[config.mk]
export PLATFORM = sky130hd
export DESIGN_NAME = vcfg_unit
export DESIGN_NICKNAME = d
export VERILOG_FILES = /design/src/rtl/vcfg_pkg.sv /design/src/rtl/vcfg_legal.sv /design/src/rtl/vcfg_vlmax.sv /design/src/rtl/vcfg_vlsel.sv /design/src/rtl/vcfg_unit.sv
export SDC_FILE = /design/constraint.sdc
export NUM_CORES = 1
export LEC_CHECK = 0
export ABC_AREA = 1
export BUFFER_PORTS_ARGS = -buffer_cell sky130_fd_sc_hd__buf_2
export CAP_MARGIN = 10
export CORE_ASPECT_RATIO = 0.7
export CORE_MARGIN = 2
export CORE_UTILIZATION = 49
export DETAILED_ROUTE_END_ITERATION = 10
export GPL_TIMING_DRIVEN = 0
export PLACE_DENSITY = 0.84
export SLEW_MARGIN = 20
export SYNTH_ARGS = -nofsm -noshare
export SYNTH_HDL_FRONTEND = slang
export SYNTH_SLANG_ARGS = --single-unit
[constraint.sdc]
create_clock -name clk -period 2.95 [get_ports clk]
set_input_delay 0.4425 -clock clk [delete_from_list [all_inputs] [get_ports clk]]
set_output_delay 0.4425 -clock clk [all_outputs]
set_load 0.1 [all_outputs]
[src/rtl/vcfg_pkg.sv]
package vcfg_pkg;
  localparam int VT_W     = 64;
  localparam int VILL_POS = 63;
  localparam logic [VT_W-1:0] VT_INVALID = {1'b1, {(VT_W-1){1'b0}}};

  typedef enum logic [1:0] {
    FORM_RR  = 2'b00,
    FORM_RI  = 2'b01,
    FORM_II  = 2'b10,
    FORM_RR2 = 2'b11
  } form_e;
endpackage

[src/rtl/vcfg_legal.sv]
module vcfg_legal #(
  parameter int ELEN = 64
) (
  input  logic [63:8]       vt_hi,
  input  logic [5:0]        vt_lo,
  output logic              legal,
  output logic [3:0]        sew_log,
  output logic signed [3:0] lmul_log
);
  localparam int ELEN_LOG = $clog2(ELEN);

  int cap;

  always_comb begin
    sew_log = 4'd3 + {1'b0, vt_lo[5:3]};
    case (vt_lo[2:0])
      3'd0:    lmul_log = 4'sd0;
      3'd1:    lmul_log = 4'sd1;
      3'd2:    lmul_log = 4'sd2;
      3'd3:    lmul_log = 4'sd3;
      3'd5:    lmul_log = -4'sd3;
      3'd6:    lmul_log = -4'sd2;
      3'd7:    lmul_log = -4'sd1;
      default: lmul_log = 4'sd0;
    endcase
    cap   = ELEN_LOG + ((lmul_log < 0) ? int'(lmul_log) : 0);
    legal = (vt_lo[2:0] != 3'd4) && !vt_hi[63] && (vt_hi[62:8] == '0)
            && (int'(sew_log) <= cap);
  end
endmodule

[src/rtl/vcfg_vlmax.sv]
module vcfg_vlmax #(
  parameter int VLEN_LOG = 8,
  parameter int VLW      = 9
) (
  input  logic              legal,
  input  logic [3:0]        sew_log,
  input  logic signed [3:0] lmul_log,
  output logic [VLW-1:0]    vlmax
);
  int sh;

  always_comb begin
    sh = VLEN_LOG - int'(sew_log) + int'(lmul_log);
    if (!legal || sh < 0) vlmax = '0;
    else                  vlmax = {{(VLW-1){1'b0}}, 1'b1} << sh;
  end
endmodule

[src/rtl/vcfg_vlsel.sv]
module vcfg_vlsel #(
  parameter int XLEN = 64,
  parameter int VLW  = 9
) (
  input  logic [VLW-1:0]  vlmax,
  input  logic [VLW-1:0]  cur_vl,
  input  logic [XLEN-1:0] avl,
  input  logic            rd_zero,
  input  logic            rs1_zero,
  output logic [VLW-1:0]  new_vl
);
  always_comb begin
    if (vlmax == '0)
      new_vl = '0;
    else if (!rs1_zero)
      new_vl = (avl > XLEN'(vlmax)) ? vlmax : avl[VLW-1:0];
    else if (!rd_zero)
      new_vl = vlmax;
    else
      new_vl = (cur_vl > vlmax) ? vlmax : cur_vl;
  end
endmodule

[src/rtl/vcfg_unit.sv]
module vcfg_unit
  import vcfg_pkg::*;
#(
  parameter int XLEN  = 64,
  parameter int ELEN  = 64,
  parameter int VLENB = 32,
  localparam int VLEN_LOG = $clog2(VLENB * 8),
  localparam int VLW      = VLEN_LOG + 1
) (
  input  logic             clk,
  input  logic             rst_n,
  input  logic             req_valid,
  output logic             req_ready,
  input  logic [1:0]       req_form,
  input  logic [4:0]       rd_idx,
  input  logic [4:0]       rs1_idx,
  input  logic [XLEN-1:0]  rs1_value,
  input  logic [XLEN-1:0]  rs2_value,
  input  logic [4:0]       imm_avl,
  input  logic [10:0]      imm_vtype,
  output logic             rsp_valid,
  output logic             rsp_rd_we,
  output logic [4:0]       rsp_rd_idx,
  output logic [XLEN-1:0]  rsp_vl,
  output logic [VLW-1:0]   vl_o,
  output logic [VT_W-1:0]  vtype_o
);
  // reset: asynchronous assert, synchronous release
  logic [1:0] rst_sync;
  logic       rst_n_s;
  always_ff @(posedge clk or negedge rst_n) begin
    if (!rst_n) rst_sync <= 2'b00;
    else        rst_sync <= {rst_sync[0], 1'b1};
  end
  assign rst_n_s = rst_sync[1];

  // held state and response registers
  logic [VT_W-1:0] vtype_q, vtype_d;
  logic [VLW-1:0]  vl_q, vl_d;
  logic            rsp_valid_q, rsp_we_q, rsp_we_d;
  logic [4:0]      rsp_idx_q, rsp_idx_d;

  // operand selection by form
  form_e           form;
  logic [VT_W-1:0] req_vt;
  logic [XLEN-1:0] avl;
  logic            rs1_zero, rd_zero, same_vt;

  always_comb begin
    form = form_e'(req_form);
    case (form)
      FORM_RI: req_vt = {{(VT_W-11){1'b0}}, imm_vtype};
      FORM_II: req_vt = {{(VT_W-10){1'b0}}, imm_vtype[9:0]};
      default: req_vt = VT_W'(rs2_value);
    endcase
    avl      = (form == FORM_II) ? XLEN'(imm_avl) : rs1_value;
    rs1_zero = (form != FORM_II) && (rs1_idx == 5'd0);
    rd_zero  = (rd_idx == 5'd0);
    same_vt  = (req_vt == vtype_q);
  end

  // legality and VLMAX
  logic              req_legal, eff_legal;
  logic [3:0]        sew_log;
  logic signed [3:0] lmul_log;
  logic [VLW-1:0]    vlmax, new_vl;
  logic [VT_W-1:0]   new_vt;

  vcfg_legal #(.ELEN(ELEN)) u_legal (
    .vt_hi    (req_vt[63:8]),
    .vt_lo    (req_vt[5:0]),
    .legal    (req_legal),
    .sew_log  (sew_log),
    .lmul_log (lmul_log)
  );

  assign eff_legal = same_vt ? !vtype_q[VILL_POS] : req_legal;
  assign new_vt    = same_vt ? vtype_q : (req_legal ? req_vt : VT_INVALID);

  vcfg_vlmax #(.VLEN_LOG(VLEN_LOG), .VLW(VLW)) u_vlmax (
    .legal    (eff_legal),
    .sew_log  (sew_log),
    .lmul_log (lmul_log),
    .vlmax    (vlmax)
  );

  vcfg_vlsel #(.XLEN(XLEN), .VLW(VLW)) u_vlsel (
    .vlmax    (vlmax),
    .cur_vl   (vl_q),
    .avl      (avl),
    .rd_zero  (rd_zero),
    .rs1_zero (rs1_zero),
    .new_vl   (new_vl)
  );

  // next state with explicit enable
  always_comb begin
    vtype_d   = vtype_q;
    vl_d      = vl_q;
    rsp_we_d  = rsp_we_q;
    rsp_idx_d = rsp_idx_q;
    if (req_valid) begin
      vtype_d   = new_vt;
      vl_d      = new_vl;
      rsp_we_d  = !rd_zero;
      rsp_idx_d = rd_idx;
    end
  end

  always_ff @(posedge clk or negedge rst_n_s) begin
    if (!rst_n_s) begin
      vtype_q     <= VT_INVALID;
      vl_q        <= '0;
      rsp_valid_q <= 1'b0;
      rsp_we_q    <= 1'b0;
      rsp_idx_q   <= '0;
    end else begin
      vtype_q     <= vtype_d;
      vl_q        <= vl_d;
      rsp_valid_q <= req_valid;
      rsp_we_q    <= rsp_we_d;
      rsp_idx_q   <= rsp_idx_d;
    end
  end

  assign req_ready  = 1'b1;
  assign rsp_valid  = rsp_valid_q;
  assign rsp_rd_we  = rsp_valid_q & rsp_we_q;
  assign rsp_rd_idx = rsp_idx_q;
  assign rsp_vl     = XLEN'(vl_q);
  assign vl_o       = vl_q;
  assign vtype_o    = vtype_q;

  // an invalid type carries no other bit and no length
  p_vill_clean_r3: assert property (@(posedge clk) disable iff (!rst_n_s)
    vtype_q[VILL_POS] |-> (vtype_q[VILL_POS-1:0] == '0) && (vl_q == '0));

  // one response per request, none without
  p_rsp_follows_r9: assert property (@(posedge clk) disable iff (!rst_n_s)
    req_valid |=> rsp_valid);
  p_rsp_quiet_r9: assert property (@(posedge clk) disable iff (!rst_n_s)
    !req_valid |=> !rsp_valid);

  // state holds on idle cycles
  p_idle_hold_r9: assert property (@(posedge clk) disable iff (!rst_n_s)
    !req_valid |=> $stable(vl_q) && $stable(vtype_q));

  // repeating the held type over the register form keeps it
  p_same_keep_r10: assert property (@(posedge clk) disable iff (!rst_n_s)
    (req_valid && req_form == 2'b00 && VT_W'(rs2_value) == vtype_q)
      |=> $stable(vtype_q));
endmodule

After elaboration in Yosys (flattened, before gate mapping) --
Cells that the tools add are included. W data, S select, Z words.
Cells by class: add/sub/neg operators 4, magnitude comparators 5, equal/unequal tests 12, shift operators 1, mux-type cells 12, bitwise gates (word level) 2, reductions and logical operators 15
Operators by type and width (number):
- $mux W64 | 2
- $pmux W64 S2 | 1
- $eq A64 B64 Y1 | 1
- $gt A64 B9 Y1 | 1
- $logic_not A55 Y1 | 1
- $mux W9 | 6
- $add A4 B32 Y32 const A | 1
- $le A5 B32 Y1 | 1
- $lt A32 B1 Y1 const B | 1
- $mux W32 | 1
- $shl A1 B32 Y9 const A | 1
- $pmux W4 S6 | 1
- $logic_not A5 Y1 | 2
- $eq A3 B3 Y1 const B | 3
- $gt A9 B9 Y1 | 1
- $logic_not A9 Y1 | 1
- $add A5 B4 Y6 | 1
- $eq A3 B2 Y1 const B | 2
- $sub A4 B4 Y5 const A | 1
- $add A2 B3 Y4 const A | 1
- $logic_and A1 B1 Y1 | 4
- $logic_not A1 Y1 | 4
- $lt A4 B1 Y1 const B | 1
- $ne A4 B4 Y1 const B | 1
- 10 further kinds | 11
Storage, ports and cells: register bits 82, bits of input ports 159, output and inout port bits 145

Depth between registers and ports, before layout --
Gate-level depths: netlist of run 1.
depth in word-level cells 18, mapped depth 40, mapped depth without buffers 38

Modules after synthesis --
From an unflattened synthesis of run 1, not the netlist that was laid out.
Second synthesis, totals: cells, all modules 1462, area total of the unflattened synthesis 8533.2 µm²
Modules (own cells, without submodules):
- vcfg_unit | instances 1, cells an instance 1075, area each 6457.4 µm², sequential area each 2053.2 µm²
- vcfg_vlsel | instances 1, cells an instance 231, area each 1233.7 µm², sequential area each 0.0 µm²
- vcfg_legal | instances 1, cells an instance 92, area each 424.2 µm², sequential area each 0.0 µm²
- vcfg_vlmax | instances 1, cells an instance 64, area each 417.9 µm², sequential area each 0.0 µm²

Worst setup path before layout of run 1 --
Ideal clock, no wire load.
path type input to register, start input port req_form[0], end register vl_q[5] (netlist: vl_o[5]), data arrival time 4842 ps, slack -1960 ps, stages 38, path buffers 3, cells stage by stage inv_1 -> ha_1 -> buf_4 -> inv_2 -> buf_2 -> nand3_1 -> nand2_1 -> inv_1 -> ha_1 -> inv_1 -> ha_1 -> nand2_1 -> nand3b_1 -> nand2_1 -> nand2_1 -> a21boi_2 -> nand2_1 -> nor2_4 -> (+2 left out) -> nor3_2 -> nand4_1 -> ha_1 -> nand2_1 -> inv_1 -> o21ai_0 -> nand2_1 -> nand2_1 -> o211ai_1 -> a21o_1 -> o21ai_0 -> nand2_1 -> clkinv_1 -> o21ai_0 -> nand2_1 -> nor2_1 -> nand2_1 -> nand2_1
On the way: cells in the longest elaborated chain, start to end 17, elaborated cells on any way between the ends 43, those cells by class add/sub: 4; order compare: 5; eq/ne: 12; shift: 1; mux: 11; reduce/logical: 10
Ends and longest elaborated chain:
- start, declared | line vcfg_unit.sv:14 | input logic [1:0] req_form,
- $eq A2 B2 Y1 or $eq A2 B1 Y1 (tied branches) | line vcfg_unit.sv:51, vcfg_unit.sv:56
- $pmux W64 S2 | line vcfg_unit.sv:51 | case (form)
- $eq A3 B3 Y1, or another cell as far along | line vcfg_legal.sv:16 | case (vt_lo[2:0])
- $pmux W4 S6 | line vcfg_legal.sv:16
- $lt A4 B1 Y1 | line vcfg_legal.sv:26 | cap = ELEN_LOG + ((lmul_log < 0) ? int'(lmul_log) : 0);
- $mux W32 | line vcfg_legal.sv:26
- $add A4 B32 Y32 | line vcfg_legal.sv:26
- $le A5 B32 Y1 | line vcfg_legal.sv:28 | && (int'(sew_log) <= cap);
- $logic_and A1 B1 Y1 | line vcfg_legal.sv:28
- $mux W1 | line vcfg_unit.sv:77 | assign eff_legal = same_vt ? !vtype_q[VILL_POS] : req_legal;
- $logic_not A1 Y1 | line vcfg_vlmax.sv:14 | if (!legal || sh < 0) vlmax = '0;
- $logic_or A1 B1 Y1 | line vcfg_vlmax.sv:14
- $mux W9 | line vcfg_vlmax.sv:14
- $gt A64 B9 Y1 or $mux W9 (tied branches) | line vcfg_vlsel.sv:16, vcfg_vlsel.sv:20
- $mux W9 (on tied branches) | line vcfg_vlsel.sv:16, vcfg_vlsel.sv:17
- $mux W9 | line vcfg_vlsel.sv:15 | else if (!rs1_zero)
- $mux W9 | line vcfg_vlsel.sv:13 | if (vlmax == '0)
- end signal, assigned | line vcfg_unit.sv:119 | vl_q <= vl_d;
- end, declared | line vcfg_unit.sv:39 | logic [VLW-1:0] vl_q, vl_d;
Several ways; a longest one is shown, not always the timed one. The select of a mux whose other input is x is not followed. A chain may end at the register's enable or synchronous reset.

Worst setup path after layout of run 1 --
start input port req_form[1], end register vl_q[7] (netlist: vl_o[7])
Same word-level chain as after synthesis.

==> results of run 1 <==
[synthesized netlist by cell type, types with 2 or more instances]
library cell / instances / share of area (%)
a21oi_1: 13 / 0.94
and3_1: 2 / 0.18
buf_2: 6 / 0.44
buf_4: 72 / 7.8
buf_6: 7 / 1.1
clkbuf_1: 8 / 0.44
conb_1: 2 / 0.11
dfrtp_1: 81 / 29
ha_1: 33 / 6.0
inv_1: 118 / 6.4
inv_2: 4 / 0.22
nand2_1: 367 / 20
nand2_2: 6 / 0.54
nand3_1: 103 / 7.5
nand4_1: 39 / 3.5
nor2_1: 164 / 8.9
nor3_1: 5 / 0.36
nor3_2: 2 / 0.29
nor4_1: 14 / 1.3
o211ai_1: 2 / 0.22
o21ai_0: 11 / 0.80
o22ai_1: 7 / 0.63
or2_1: 3 / 0.27
or2_2: 4 / 0.36
xor2_1: 2 / 0.25
[final timing paths]
| kind | to | slack, ns | depth (start not counted) |
|---|---|---|---|
| worst max-delay path | vl_o[7]$_DFFE_PN0P_ | -1.59 | 31 |
| worst min-delay path | rsp_valid$_DFF_PN0_ | 0.21 | 1 |
| worst max register to register | vl_o[7]$_DFFE_PN0P_ | -0.91 | 30 |
| worst min register to register | vtype_o[29]$_DFFE_PN0P_ | 0.29 | 0 |
| max in group asynchronous | vtype_o[63]$_DFFE_PN1P_ | 1.99 | 1 |
| min in group asynchronous | vtype_o[29]$_DFFE_PN0P_ | 0.29 | 0 |
[registers in the layout (all words and copies together), names as in the netlist]
| signal | cells |
|---|---|
| rsp_valid | 1 |
| vl_o | 9 |
| rsp_we_q | 1 |
| rsp_rd_idx | 5 |
| rst_sync | 2 |
| vtype_o | 64 |
[per-layer routing]
metal	GRT usage, %	vias to the layer above	part of all wire (%)	wire (microns)
met1	49.5	3827	44	11600
li1	-	4035	-	-
met5	0	-	0	0
met4	6.79	0	1.8	493
met2	47.6	528	41	11000
met3	11.2	59	13	3550
[where the power goes]
part	internal [mW]	switching [mW]
sequential	1.13	0.0130
clock	0.700	0.528
combinational	0.494	1.15
[repair_timing]
item / 4_1_cts / 5_1_grt
setup endpoints to repair: 70 / 71
pin swaps: 32 / 39
buffers inserted: 31 / 4
hold endpoints to repair: 2 / 0
resized for setup: 53 / 51
hold buffers: 1 / 0
cloned: 0 / 2
[layout make-up]
type	instances	area share [%]
multi-input cells	848	44.1
flip-flops and latches	82	21.3
repair buffers	284	16.2
plain buffers	93	7.59
inverters	123	5.08
clock buffers	10	2.47
well taps	190	2.46
clock inverters	6	0.816
repair inverters	1	0.0518
[cells by family after synthesis]
kind of cell	Yosys count	share of synthesized area [%]
buf+inv	217	16.6
other cells	2	0.109
simple gates	715	44.0
fa+ha+maj	33	5.98
flops	82	29.8
xor+xnor	2	0.254
compound gates	39	3.26
[critical path, delay by kind of cell]
| family | cells | cell delay, ns |
|---|---|---|
| and+or+nand+nor | 19 | 2.28 |
| adders and majority gates | 3 | 0.95 |
| buffers and inverters | 5 | 0.66 |
| AOI/OAI and AO/OA | 4 | 0.48 |
[through the flow]
step                      utilization [%]  worst slack, ns  hold WS (ns)
final                                69.8            -1.59         0.215
after global placement               62.9            -2.54         0.230
after floorplan                         -            -1.67         0.147
after global routing                 69.8            -1.87         0.211
after CTS                            68.4            -1.46         0.209
after detailed placement             63.1            -2.57         0.231
[layout by cell type (no fill, tap or decap), types with 3 or more instances in the layout]
cell / Yosys / routed
nand2_1: 367 / 344
buf_2: 6 / 251
nor2_1: 164 / 153
inv_1: 118 / 111
buf_4: 72 / 103
nand3_1: 103 / 100
dfrtp_1: 81 / 80
conb_1: 2 / 58
nand4_1: 39 / 39
ha_1: 33 / 26
nand2_2: 6 / 19
nor4_1: 14 / 13
buf_6: 7 / 12
nand2_4: 1 / 12
a21oi_1: 13 / 12
clkbuf_16: 0 / 9
inv_2: 4 / 6
nor2_4: 1 / 6
nor2_2: 0 / 6
o22ai_1: 7 / 6
ha_4: 0 / 6
buf_8: 0 / 5
o21ai_0: 11 / 5
inv_6: 0 / 4
o21ai_1: 1 / 4
nor3_1: 5 / 4
or2_1: 3 / 3
or2_2: 4 / 3
inv_8: 0 / 3
o21ai_2: 0 / 3
==> metrics.txt, run 1 <==
status=finished, violations left; failing checks=negative setup slack; gr ovfl total=0; yosys warns=0; final setup margin=-1.59 ns; Setup crit end kind=register; area of the multi-input gates=0.00426 sq mm; die area=0.0151 sq mm; CP dominant cell by count=nand2_1; number of max-cap violations=0; Worst setup SP type=primary input; vias=8,449; period utilisation layout=154%; Total GRT Usage=33.5%; initial DRC count=818; global-route wire length before repair=38,500 microns; Total Wirelength=26,700 microns; Unique masters post-synth=40; CP max-delay cell=ha_1; RSZ-0062 raised after global routing=true; pin count of the biggest net entering global routing=49; overall power=4.02 mW; start point of the critical path=req_form[1]; ratio of cells with drive above 1 in the final layout=32.8%; initial antenna violation count=0; Worst-path clk slew=0.07 ns; cell count after synthesis=1,090; Finished Layout Cells=1,637; Final HPWL DP=20,600 microns; Clock Sinks=82; pin slew with the least headroom to its limit=0.525 ns; min Tclk post-route=4.54 ns; Placeable Area=0.0138 sq mm; Rel. slew slack=65.2%; Via density=5.16; power per standard cell area=416 mW/mm^2; drt wl/cell=16.3 microns; Hold Path Class=primary input to register; area added between synthesis and finish=40.0%; # setup viols final=9; FF+latch area=0.00206 sq mm; Final Hold Fails=0; slowest cell delay on critical path=0.38 ns; # fillers=1,242; Peak VDD IR=0.334 mV; vias in the first global route=7,212; FP Rows=36; # H-tree levels=3; placement-stage cell area=0.00873 sq mm; Placed Cells=1,584; num ports=304; Post-synth EDFFs=0; Post-synth ARST share=100%; CTS tree=done; register area share after synthesis=29.8%; HP Start=req_valid; Final Skew=0.0114 ns; Die Y=103 microns; gp weighted congestion=1.03; Lkg Pwr=5.64 nW; Worst Path Max Fanout=10; Final #Nets=1,634; Starting Density=49.9%; # DRC=0; Syn Area/Cell=6.33 sq um; fmax=220 MHz; post-synthesis cell area=0.00690 sq mm; Die Wd=146 microns; Arr. time, crit path=4.82 ns; root buffer cell=clkbuf_16; Clock Path Buffers=2; Critical Path RT=3.23 ns; Post-Layout Inst Area=0.00966 sq mm; clock latency on the worst-skew pair=0.34 ns; Max Transition Viols Final=0; total negative slack=-13.89 ns; IO buf count=247; WS Path Type=primary input to register; R2R Path Start=vtype_o[30]$_DFFE_PN0P_; #FFs+latches synth=82; TritonCTS buffer count=9; ys flop type=dfrtp_1; antenna cells=0; Initial DRT Pass Iterations=6; Routed Antenna Nets=0
Note: power is estimated with default switching activity, not from simulation.
==> run 2, diff against run 1 <==
--- a/config.mk
+++ b/config.mk
@@ -10,10 +10,10 @@
 export CAP_MARGIN = 10
 export CORE_ASPECT_RATIO = 0.7
 export CORE_MARGIN = 2
-export CORE_UTILIZATION = 49
+export CORE_UTILIZATION = 44
 export DETAILED_ROUTE_END_ITERATION = 10
 export GPL_TIMING_DRIVEN = 0
-export PLACE_DENSITY = 0.84
+export PLACE_DENSITY = 0.8
 export SLEW_MARGIN = 20
 export SYNTH_ARGS = -nofsm -noshare
 export SYNTH_HDL_FRONTEND = slang
==> constraint.sdc (replaced) <==
create_clock -name clk -period 3.8 [get_ports clk]
set_input_delay 0.57 -clock clk [delete_from_list [all_inputs] [get_ports clk]]
set_output_delay 0.57 -clock clk [all_outputs]
set_load 0.1 [all_outputs]
==> metrics.txt, run 2 (synthesis gave the netlist of run 1 again) <==
status=finished, violations left; failing checks=negative setup slack; commonest non-fill, non-tap cell in the layout=nand2_1; fmax=206 MHz; clock latency on the worst-skew pair=0.36 ns; ratio of cells with drive above 1 in the final layout=32.9%; power per standard cell area=313 mW/mm^2; IO buf count=247; min Tclk post-route=4.84 ns; num ports=304; # DRC=0; Final HPWL DP=21,300 microns; root buffer cell=clkbuf_16; antenna cells=0; RSZ-0062 raised after global routing=true; Total Wirelength=27,200 microns; Via density=5.09; Setup crit end kind=register; Starting Density=44.8%; number of max-cap violations=0; Max Transition Viols Final=0; Worst setup SP type=primary input; TritonCTS buffer count=9; Die Y=109 microns; total negative slack=-8.71 ns; period utilisation layout=127%; slowest cell delay on critical path=0.34 ns; FP Rows=38; Die Wd=154 microns; Final Util=62.8%; CTS tree=done; gp weighted congestion=1.06; Peak VDD IR=0.246 mV; drt wl/cell=16.5 microns; pin count of the biggest net entering global routing=51; # H-tree levels=3; max FFs per register=64; Lkg Pwr=5.62 nW; die area=0.0167 sq mm; Clock Path Buffers=2; # setup viols final=9; Final Hold Fails=0; commonest cells after routing, fill and taps aside=nand2_1 (342), buf_2 (247), nor2_1 (154); Initial DRT Pass Iterations=6; vias=8,390; Worst-path clk slew=0.07 ns; gr ovfl total=0; global-route wire length before repair=39,500 microns; Total GRT Usage=31.0%; Hold Path Class=register to async pin; Placeable Area=0.0154 sq mm; initial antenna violation count=0; # fillers=1,440; WS Path Type=primary input to register; vias in the first global route=7,156; Clock Sinks=82; Worst Path Max Fanout=6; Arr. time, crit path=5.09 ns; CP top delay family=simple AND/OR/NAND/NOR gates; Rel. slew slack=47.4%; Routed Antenna Nets=0; Final Skew=0.0102 ns; initial DRC count=868; Critical Path RT=4.05 ns; CP max-delay cell=ha_1; area added between synthesis and finish=40.2%; pin slew with the least headroom to its limit=0.789 ns; Final #Nets=1,634; final setup margin=-1.04 ns; worst path bufs/invs=10; CP dominant cell by count=nand2_1
## run 2: changes by cell type in the layout (fill, tap and decap cells not counted), moves of 2 or more
cell      previous run  this run
buf_2              251       247
a21oi_1             12         9
buf_6               12         9
clkbuf_1             2         9
a21oi_2              1         4
nand2_1            344       342
buf_12               0         2
ha_1                26        23
ha_2                 1         3
nand3_2              2         4
nand2_2             19        21
## run 2: routing by layer
metal	up-vias	global-route usage, %	routed length [microns]
met5	-	0	0
met4	0	6.49	434
met3	42	8.11	3380
met2	497	42.7	11000
met1	3808	47.9	12300
li1	4043	-	-
## run 2: layout make-up
| cell class | instances | area (sq um) | area share (%) |
|---|---|---|---|
| Buffer | 93 | 724 | 7.49 |
| Timing Repair Buffer | 285 | 1590 | 16.5 |
| Tap cell | 200 | 250 | 2.59 |
| Inverter | 123 | 490 | 5.07 |
| Sequential cell | 82 | 2060 | 21.3 |
| Multi-Input combinational cell | 848 | 4280 | 44.2 |
| Clock inverter | 6 | 50.0 | 0.517 |
| Clock buffer | 10 | 229 | 2.37 |
## run 2: final timing paths
check	from	depth (start not counted)	slack, ns	end
worst max-delay path	req_form[0]	37	-1.04	vl_o[1]$_DFFE_PN0P_
worst min-delay path	rst_sync[1]$_DFF_PN0_	0	0.28	vtype_o[28]$_DFFE_PN0P_
worst max register to register	vtype_o[58]$_DFFE_PN0P_	32	-0.27	vl_o[1]$_DFFE_PN0P_
worst min register to register	rst_sync[1]$_DFF_PN0_	0	0.28	vtype_o[28]$_DFFE_PN0P_
max in group asynchronous	rst_sync[1]$_DFF_PN0_	1	2.84	vtype_o[63]$_DFFE_PN1P_
min in group clk	req_valid	1	0.34	rsp_valid$_DFF_PN0_
## run 2: metrics by stage
step                      cells  setup slack (ns)  total power [mW]  hold WS (ns)  instance area, sq um
after floorplan            1146            -0.943              1.73         0.274                  7220
after global placement     1593             -1.90              2.01         0.334                  8710
after global routing       1647             -1.23              3.15         0.311                  9670
after detailed placement   1594             -1.93              2.02         0.290                  8740
after CTS                  1637            -0.863              2.95         0.293                  9410
final                      1647             -1.04              3.03         0.276                  9670
## run 2: timing repair
action	in CTS	in global routing
hold buffers	1	0
hold endpoints to repair	2	0
resized for setup	48	44
gates cloned	2	0
setup buffers	25	11
setup endpoints to repair	9	9
pin swaps	27	44
## run 2: power by group
part           internal, mW  switching (mW)  total (mW)
clock                 0.453           0.417       0.871
sequential            0.879          0.0101       0.889
combinational         0.389           0.880        1.27
## run 2: worst register-to-register path, delay by kind of cell, from the launching register on
kind,cells,cell delay (ns)
compound gates,4,0.42
flops,1,0.40
buf+inv,6,0.54
fa+ha+maj,1,0.34
simple gates,21,2.28
